[src/rtl/bcg_pkg.sv]
package bcg_pkg;

    localparam int HSEL_W   = 4;
    localparam int PSEL_W   = 3;
    localparam int H_SH_MAX = 9;
    localparam int P_SH_MAX = 4;
    localparam int H_SH_W   = $clog2(H_SH_MAX + 1);
    localparam int P_SH_W   = $clog2(P_SH_MAX + 1);
    localparam int HCNT_W   = H_SH_MAX;
    localparam int SLOT_W   = P_SH_MAX;

    typedef struct packed {
        logic [H_SH_W-1:0] h_sh;
        logic [P_SH_W-1:0] p1_sh;
        logic [P_SH_W-1:0] p2_sh;
    } div_cfg_t;

    function automatic logic [H_SH_W-1:0] hsel_to_shift(input logic [HSEL_W-1:0] code);
        logic [H_SH_W-1:0] sh;
        if (!code[HSEL_W-1]) begin
            sh = '0;
        end else begin
            case (code[2:0])
                3'd0:    sh = H_SH_W'(1);
                3'd1:    sh = H_SH_W'(2);
                3'd2:    sh = H_SH_W'(3);
                3'd3:    sh = H_SH_W'(4);
                3'd4:    sh = H_SH_W'(6);
                3'd5:    sh = H_SH_W'(7);
                3'd6:    sh = H_SH_W'(8);
                default: sh = H_SH_W'(9);
            endcase
        end
        return sh;
    endfunction

    function automatic logic [P_SH_W-1:0] psel_to_shift(input logic [PSEL_W-1:0] code);
        logic [P_SH_W-1:0] sh;
        if (!code[PSEL_W-1]) sh = '0;
        else                 sh = P_SH_W'(code[1:0]) + P_SH_W'(1);
        return sh;
    endfunction

endpackage

[src/rtl/bcg_hdiv.sv]
module bcg_hdiv
    import bcg_pkg::*;
(
    input  logic              clk,
    input  logic              rst_n,
    input  logic [HSEL_W-1:0] hdiv_sel,
    input  logic [PSEL_W-1:0] pdiv1_sel,
    input  logic [PSEL_W-1:0] pdiv2_sel,
    output div_cfg_t          cfg,
    output logic              hclk_en
);

    typedef struct packed {
        logic [HCNT_W-1:0] cnt;
        div_cfg_t          cfg;
    } hdiv_st_t;

    hdiv_st_t          st_d, st_q;
    logic [HCNT_W-1:0] last_cnt;
    logic              period_end;

    always_comb begin
        last_cnt   = HCNT_W'((32'd1 << st_q.cfg.h_sh) - 32'd1);
        period_end = (st_q.cnt == last_cnt);
        st_d       = st_q;
        if (period_end) begin
            st_d.cnt       = '0;
            st_d.cfg.h_sh  = hsel_to_shift(hdiv_sel);
            st_d.cfg.p1_sh = psel_to_shift(pdiv1_sel);
            st_d.cfg.p2_sh = psel_to_shift(pdiv2_sel);
        end else begin
            st_d.cnt = st_q.cnt + HCNT_W'(1);
        end
    end

    always_ff @(posedge clk or negedge rst_n) begin
        if (!rst_n) st_q <= '0;
        else        st_q <= st_d;
    end

    assign cfg     = st_q.cfg;
    assign hclk_en = (st_q.cnt == '0);

    AST_CNT_IN_RANGE: assert property (@(posedge clk) disable iff (!rst_n)
        st_q.cnt <= last_cnt);
    AST_CFG_HELD_MIDPERIOD: assert property (@(posedge clk) disable iff (!rst_n)
        !$past(period_end) |-> $stable(st_q.cfg));
    AST_STROBE_AFTER_END: assert property (@(posedge clk) disable iff (!rst_n)
        $past(period_end) |-> hclk_en);

endmodule

[src/rtl/bcg_slot.sv]
module bcg_slot
    import bcg_pkg::*;
(
    input  logic              clk,
    input  logic              rst_n,
    input  logic              hclk_en,
    output logic [SLOT_W-1:0] slot
);

    typedef struct packed {
        logic [SLOT_W-1:0] slot;
    } slot_st_t;

    slot_st_t st_d, st_q;

    always_comb begin
        st_d = st_q;
        if (hclk_en) st_d.slot = st_q.slot + SLOT_W'(1);
    end

    always_ff @(posedge clk or negedge rst_n) begin
        if (!rst_n) st_q <= '0;
        else        st_q <= st_d;
    end

    assign slot = st_q.slot;

    AST_SLOT_ONLY_ON_STROBE: assert property (@(posedge clk) disable iff (!rst_n)
        !hclk_en |=> $stable(slot));

endmodule

[src/rtl/bcg_tap.sv]
module bcg_tap
    import bcg_pkg::*;
(
    input  logic              clk,
    input  logic              rst_n,
    input  logic              hclk_en,
    input  logic [SLOT_W-1:0] slot,
    input  logic [P_SH_W-1:0] p_sh,
    output logic              pclk_en,
    output logic              tmr_en
);

    logic [P_SH_W-1:0] t_sh;
    logic [SLOT_W-1:0] p_mask;
    logic [SLOT_W-1:0] t_mask;

    always_comb begin
        t_sh    = (p_sh == '0) ? '0 : p_sh - P_SH_W'(1);
        p_mask  = SLOT_W'((32'd1 << p_sh) - 32'd1);
        t_mask  = SLOT_W'((32'd1 << t_sh) - 32'd1);
        pclk_en = hclk_en && ((slot & p_mask) == '0);
        tmr_en  = hclk_en && ((slot & t_mask) == '0);
    end

    AST_TMR_COVERS_BUS: assert property (@(posedge clk) disable iff (!rst_n)
        pclk_en |-> tmr_en);

endmodule

[src/rtl/bus_clk_en_gen.sv]
module bus_clk_en_gen
    import bcg_pkg::*;
#(
    parameter longint unsigned SYS_CLK_HZ = 64'd108_000_000,
    parameter longint unsigned AHB_MAX_HZ = 64'd108_000_000,
    parameter longint unsigned APB_MAX_HZ = 64'd54_000_000,
    parameter int              TICK_SH    = 3
) (
    input  logic       clk,
    input  logic       rst_n,
    input  logic [3:0] hdiv_sel,
    input  logic [2:0] pdiv1_sel,
    input  logic [2:0] pdiv2_sel,
    output logic       hclk_en,
    output logic       pclk1_en,
    output logic       pclk2_en,
    output logic       tmr1_en,
    output logic       tmr2_en,
    output logic       tick_en,
    output logic       rate_err
);

    localparam int NUM_PBUS = 2;

    div_cfg_t          cfg;
    logic [SLOT_W-1:0] slot;
    logic [P_SH_W-1:0] p_sh_v   [NUM_PBUS];
    logic              pclk_v   [NUM_PBUS];
    logic              tmr_v    [NUM_PBUS];

    bcg_hdiv i_hdiv (
        .clk       (clk),
        .rst_n     (rst_n),
        .hdiv_sel  (hdiv_sel),
        .pdiv1_sel (pdiv1_sel),
        .pdiv2_sel (pdiv2_sel),
        .cfg       (cfg),
        .hclk_en   (hclk_en)
    );

    bcg_slot i_slot (
        .clk     (clk),
        .rst_n   (rst_n),
        .hclk_en (hclk_en),
        .slot    (slot)
    );

    assign p_sh_v[0] = cfg.p1_sh;
    assign p_sh_v[1] = cfg.p2_sh;

    for (genvar g = 0; g < NUM_PBUS; g++) begin : g_pbus
        bcg_tap i_tap (
            .clk     (clk),
            .rst_n   (rst_n),
            .hclk_en (hclk_en),
            .slot    (slot),
            .p_sh    (p_sh_v[g]),
            .pclk_en (pclk_v[g]),
            .tmr_en  (tmr_v[g])
        );
    end

    assign pclk1_en = pclk_v[0];
    assign pclk2_en = pclk_v[1];
    assign tmr1_en  = tmr_v[0];
    assign tmr2_en  = tmr_v[1];
    assign tick_en  = hclk_en && (slot[TICK_SH-1:0] == '0);

    function automatic logic over_limit(input div_cfg_t c);
        longint unsigned h_lim;
        longint unsigned p1_lim;
        longint unsigned p2_lim;
        h_lim  = AHB_MAX_HZ << c.h_sh;
        p1_lim = APB_MAX_HZ << (c.h_sh + c.p1_sh);
        p2_lim = APB_MAX_HZ << (c.h_sh + c.p2_sh);
        return (SYS_CLK_HZ > h_lim) || (SYS_CLK_HZ > p1_lim) || (SYS_CLK_HZ > p2_lim);
    endfunction

    assign rate_err = over_limit(cfg);

    AST_DERIVED_IN_AHB: assert property (@(posedge clk) disable iff (!rst_n)
        (pclk1_en || pclk2_en || tmr1_en || tmr2_en || tick_en) |-> hclk_en);
    AST_TICK_ON_PBUS: assert property (@(posedge clk) disable iff (!rst_n)
        (tick_en && (int'(cfg.p1_sh) <= TICK_SH)) |-> pclk1_en);

endmodule

[config.mk]
export PLATFORM = sky130hd
export DESIGN_NAME = bus_clk_en_gen
export DESIGN_NICKNAME = d
export VERILOG_FILES = /design/src/rtl/bcg_pkg.sv /design/src/rtl/bcg_hdiv.sv /design/src/rtl/bcg_slot.sv /design/src/rtl/bcg_tap.sv /design/src/rtl/bus_clk_en_gen.sv
export SDC_FILE = /design/constraint.sdc
export NUM_CORES = 1
export LEC_CHECK = 0
export ABC_AREA = 1
export BUFFER_PORTS_ARGS = -buffer_cell sky130_fd_sc_hd__buf_4
export CAP_MARGIN = 20
export CORE_MARGIN = 4
export CORE_UTILIZATION = 50
export CTS_CLUSTER_DIAMETER = 200
export DETAILED_ROUTE_END_ITERATION = 10
export PLACE_DENSITY = 0.68
export SLEW_MARGIN = 20
export SYNTH_ARGS = -nofsm -noshare
export SYNTH_HDL_FRONTEND = slang
export SYNTH_SLANG_ARGS = --single-unit
[constraint.sdc]
create_clock -name clk -period 2.6 [get_ports clk]
set_clock_uncertainty 0.1 [all_clocks]
set_input_delay 0.13 -clock clk [delete_from_list [all_inputs] [get_ports clk]]
set_output_delay 0.13 -clock clk [all_outputs]
set_load 0.1 [all_outputs]
# == Word level (Yosys, flattened, before mapping) ==
# Cells that the tools add are included.
# word_totals
regBits,23
elab_cells,63
input_bits,12
out_inout_bits,7
# op_classes
bitwise_logic,4
n_addsub,13
shift,8
magnitude_cmp,3
n_mux,7
n_reduce_logical,16
eq_ne,7
# ops
cell,n
$gt 27x64->1 const A,3
$shl 26x4->64 const A,2
$shl 27x4->64 const A,1
$pmux 4 s7,1
$and 4x4->4,4
$logic_not 4->1,4
$shl 1x3->4 const A,4
$sub 4x1->4 const B,4
$logic_not 3->1,4
$mux 3,4
$add 9x1->9 const B,1
$eq 3x3->1 const B,3
$eq 9x9->1,1
$logic_not 9->1,1
$mux 9,1
$shl 1x4->9 const A,1
$sub 9x1->9 const B,1
$add 4x3->4,2
$add 2x1->3 const B,2
$eq 3x2->1 const B,2
$sub 3x1->3 const B,2
$logic_and 1x1->1,5
$add 4x1->4 const B,1
$mux 4,1
2 further kinds,3

# == Depth between registers and ports, before layout ==
# logic_depth
word_depth,7
ltp_mapped,16
depth_no_buf,15

# == Modules after synthesis ==
# From an unflattened synthesis, not the netlist that was laid out.
# unflattened
cells_unflattened,501
hier_area_um2,3210.6
# by_module_without_submodules
mod,instances,seq_area_each_um2,cells_per_inst,area_each_um2
bcg_hdiv,1,475.5,206,1427.6
bus_clk_en_gen,1,0.0,192,1127.3
bcg_tap,2,0.0,42,239.0
bcg_slot,1,100.1,19,177.7

# == Least setup slack after synthesis ==
# OpenSTA, ideal clock, no wires.
# synth_path
path_type,reg-to-output
start,"reg i_hdiv.st_q, in the netlist i_hdiv.cfg[1]"
end,out pclk2_en
required_time_ps,2370
path_buffers,0
stages_incl_launch_ff,7
arrival_ps,6083
path_slack_ps,-3713
cell_sequence,dfrtp_1 -> nor2_1 -> ha_1 -> inv_1 -> ha_1 -> or2_2 -> a2111oi_0
# synth_via
elab_chain_cells,5
# synth_lines
item,line,rtl
from (decl),bcg_hdiv.sv:18,"hdiv_st_t st_d, st_q;"
from (signal assigned),bcg_hdiv.sv:38,else st_q <= st_d;
$shl 1x3->4,bcg_tap.sv:19,p_mask = SLOT_W'((32'd1 << p_sh) - 32'd1);
$sub 4x1->4,bcg_tap.sv:19,
$and 4x4->4,bcg_tap.sv:21,pclk_en = hclk_en && ((slot & p_mask) == '0);
$logic_not 4->1,bcg_tap.sv:21,
$logic_and 1x1->1,bcg_tap.sv:21,
to (decl),bus_clk_en_gen.sv:16,"output logic pclk2_en,"
# Every way passes these cells.

# == Worst setup path in the final report ==
# layout_path
start,"reg i_hdiv.st_q, in the netlist i_hdiv.cfg[6]"
end,out rate_err
# layout_via
elab_chain_cells,5
elab_cells_between_ends,10
cone_classes,add/sub: 2; order compare: 3; shift: 3; reduce/logical: 2
# layout_lines
item,line,rtl
$add 4x3->4,bus_clk_en_gen.sv:74,p1_lim = APB_MAX_HZ << (c.h_sh + c.p1_sh);
$shl 26x4->64,bus_clk_en_gen.sv:74,
$gt 27x64->1,bus_clk_en_gen.sv:76,return (SYS_CLK_HZ > h_lim) || (SYS_CLK_HZ > p1_lim) || (SYS_CLK_HZ > p2_lim);
$logic_or 1x1->1,bus_clk_en_gen.sv:76,
$logic_or 1x1->1 (*),bus_clk_en_gen.sv:76,
to (decl),bus_clk_en_gen.sv:20,output logic rate_err
# Mark *: on every way between the ends. The rest lies on a longest branch, timed or not.

==> impl_metrics.tcl <==
set metrics [dict create \
    status "finished with violations" \
    violations "setup timing" \
    min_period_over_period_pct 108.7 \
    first_pass_iters 5 \
    rsz0062_at_grt "true" \
    gp_congestion 0.9262 \
    yosysTopAreaCell "nand2_1" \
    wl_mm 8.125 \
    startpoint "i_hdiv.cfg[6]$_DFFE_PN0N_" \
    ys_ff_latch 23 \
    peakVddDrop_uv 236.8 \
    finalSetupViolations 10 \
    maxCapViolCount 0 \
    cts.clk_slew.worst_paths_ps 100 \
    critPathMaxFanout 5 \
    fp.coreArea_mm2 0.005608 \
    cts_buffers 3 \
    clockBufferDepth 2 \
    root_buffer "clkbuf_8" \
    ys_top_cells_by_area "nand2_1 (20%), dfrtp_1 (19%), ha_1 (15%)" \
    fmax_ghz 0.3538 \
    die_area_mm2 0.007205 \
    netlist_instances 482 \
    insertion_delay_ps 270 \
    layout_min_cycle_time_ps 2827 \
    worstHoldStart "pdiv2_sel[0]" \
    globalRouteOverflowTotal 0 \
    worstPathArrival_ps 2600 \
    hold_path_class "in2reg" \
    cp.required_ps 2370 \
    grt_pass1_vias 2917 \
    final_hold_viol_count 0 \
    worst-slew-pin-transition_ps 442.2 \
    cts_tree "yes" \
    synth_most_common_cell "nand2_1" \
    drcViolationCount 0 \
    start_util_pct 52.70 \
    avgSynthCellArea_um2 6.131 \
    r2r-start "i_hdiv.cfg[6]$_DFFE_PN0N_" \
    p_leak_nw 2.091 \
    via_per_inst 5.257 \
    drive_above_1_share_pct 26.00 \
    syn_nets 532 \
    worstReg2RegEnd "i_hdiv.cfg[2]$_DFFE_PN0N_" \
    total_power_uw 624.3 \
    synth_area_mm2 0.002955 \
    seq_area_frac_synth_pct 19.48 \
    grt_use_total_pct 21.05 \
    postLayoutSetupSlackWorst_ps -226.7 \
    pre_cts_slack_ps -70.37 \
    ioPinCount 19 \
    hpwl_mm 5.673 \
    rows 27 \
    n_antenna_cell 0 \
    synth_edf_count 0 \
    io_buffers 18 \
    synth_ff_type "dfrtp_1" \
    relSlewSlack_pct 70.14 \
    final_nets 601 \
    die_h_um 84.88 \
    cts.sinks 23 \
    synth_top_area_share_pct 20.19 \
    synthToLayoutAreaGrowth_pct 38.15 \
    postSynth.asyncResetShare_pct 100.0 \
    regToRegSetupSlack_ps -40 \
    yosysUniqueCellTypes 34 \
    grt_max_degree 24 \
    vias 3270 \
    power_density_mw_per_mm2 152.9 \
    slew_violations 0 \
    cts_htree_levels 1 \
    timing.hold.ws_ps 68.93 \
    drt_iter0_markers 129 \
    ys_warn_count 0 \
    grt_pass1_wl_mm 12.90 \
    grt_antenna_before_repair 0 \
    worstSetupEndpointType "primary output" \
    placed_cells_incl_taps 595 \
    cp-endpoint "rate_err" \
    critical_path_class "reg2out" \
    fp.dieW_um 84.88 \
    post_drt_wl_per_cell_um 13.06 \
    startpoint_type "register" \
    reg2reg_depth 16 \
    synthTopCellsByCount "nand2_1 (159), inv_1 (81), nand3_1 (44)" \
    final_cells 622 \
    antenna_left 0 \
]
[routing by layer]
| metal | global-route usage, % | part of all wire, % | vias up |
|---|---|---|---|
| met3 | 2.039 | 3.3 | 18 |
| met4 | 5.612 | 2.6 | 0 |
| met1 | 29.15 | 46 | 1492 |
| li1 | - | - | 1691 |
| met5 | 0 | 0 | - |
| met2 | 35.09 | 48 | 69 |
[final cells by class]
cell class                      instances  area, um^2
Sequential cell                        23       579.3
Clock buffer                            3       41.29
Clock inverter                          1       5.005
Fill cell                             451        1525
Timing Repair Buffer                   66       584.3
Multi-Input combinational cell        373        2459
Tap cell                               72       90.09
Inverter                               84       324.1
[critical path, cell delays in order (launching register included)]
cell and delay [ps]:
dfrtp_2 460, ha_4 180, fa_2 630, ha_4 250, inv_2 60, nand2_1 50
nand3_1 80, nand2_1 50, nand2_1 60, inv_1 40, nand2_1 50, nand3_1 60
nand2_1 90, inv_2 40, nand3_4 70, buf_12 170
[timing repair]
action / CTS / global route
pin swaps: 10 / 31
hold buffers: 1 / 0
gates cloned: 1 / 3
gates resized for setup: 41 / 57
setup buffers: 2 / 17
setup endpoints to repair: 14 / 23
hold endpoints to repair: 23 / 0
[worst min-delay path by stage]
| stage | endpoint | cells after the start | slack (ps) |
|---|---|---|---|
| 4_1_cts | i_hdiv.cfg[0]$_DFFE_PN0N_ | 4 | 70 |
| 3_3_place_gp | i_slot.slot[3]$_DFFE_PN0P_ | 1 | -60 |
| 6_report | i_hdiv.cfg[0]$_DFFE_PN0N_ | 4 | 70 |
| 3_5_place_dp | i_slot.slot[1]$_DFFE_PN0P_ | 1 | -60 |
| 5_1_grt | i_hdiv.cfg[0]$_DFFE_PN0N_ | 4 | 90 |
| 2_1_floorplan | i_hdiv.cfg[0]$_DFFE_PN0N_ | 0 | -270 |
[cell families (layout without fill, tap and decap cells)]
group,after synthesis,in the layout,synth area share (%)
compound gates,47,47,9.018
xor+xnor,12,12,3.556
fa+ha+maj,38,38,16.60
buf+inv,89,154,11.68
flops,23,23,19.47
simple gates,273,276,39.67
[report_power, final]
part / total, mW / internal, mW / switching, mW / leakage (nW)
combinational: 0.0368 / 0.0176 / 0.0193 / 1.82
clock: 0.230 / 0.107 / 0.123 / 0.0255
sequential: 0.357 / 0.357 / 0 / 0.248
total: 0.624 / 0.482 / 0.142 / 2.09
[stage by stage]
step                      setup TNS, ps  instance area (um^2)  util (%)
after detailed placement         -90.72                  3445     61.42
after global placement           -10.19                  3445     61.42
after global routing              -3672                  4083     72.80
final                            -430.0                  4083     72.80
after floorplan                  -313.7                  3039         -
after CTS                        -238.4                  3680     65.62
[cells in the final DEF, fill, tap and decap left out, types with 2 or more instances in the layout]
master,synthesis,routed
nand2_1,159,151
inv_1,81,68
buf_4,0,52
nand3_1,44,38
nor2_1,37,31
ha_1,36,20
dfrtp_1,23,20
nand4_1,18,18
o21ai_0,21,15
a21oi_1,15,14
inv_2,2,12
ha_4,0,12
xor2_1,10,10
nand2_2,0,8
nor3_1,8,7
buf_6,1,7
nand3_4,1,6
nor2_4,1,6
nand3_2,1,5
buf_12,0,5
o21ai_1,0,4
ha_2,0,4
nor2_2,2,3
o21ai_2,1,3
clkbuf_8,0,3
dfrtp_2,0,3
xnor2_1,2,2
o22ai_1,2,2
inv_4,0,2
fa_2,0,2
[registers in the layout, indices dropped and copies added, names as in the netlist]
register and cells:
i_hdiv.st_q 9, i_slot.slot 4, i_hdiv.cfg 10
(Power assumes the default switching activity.)
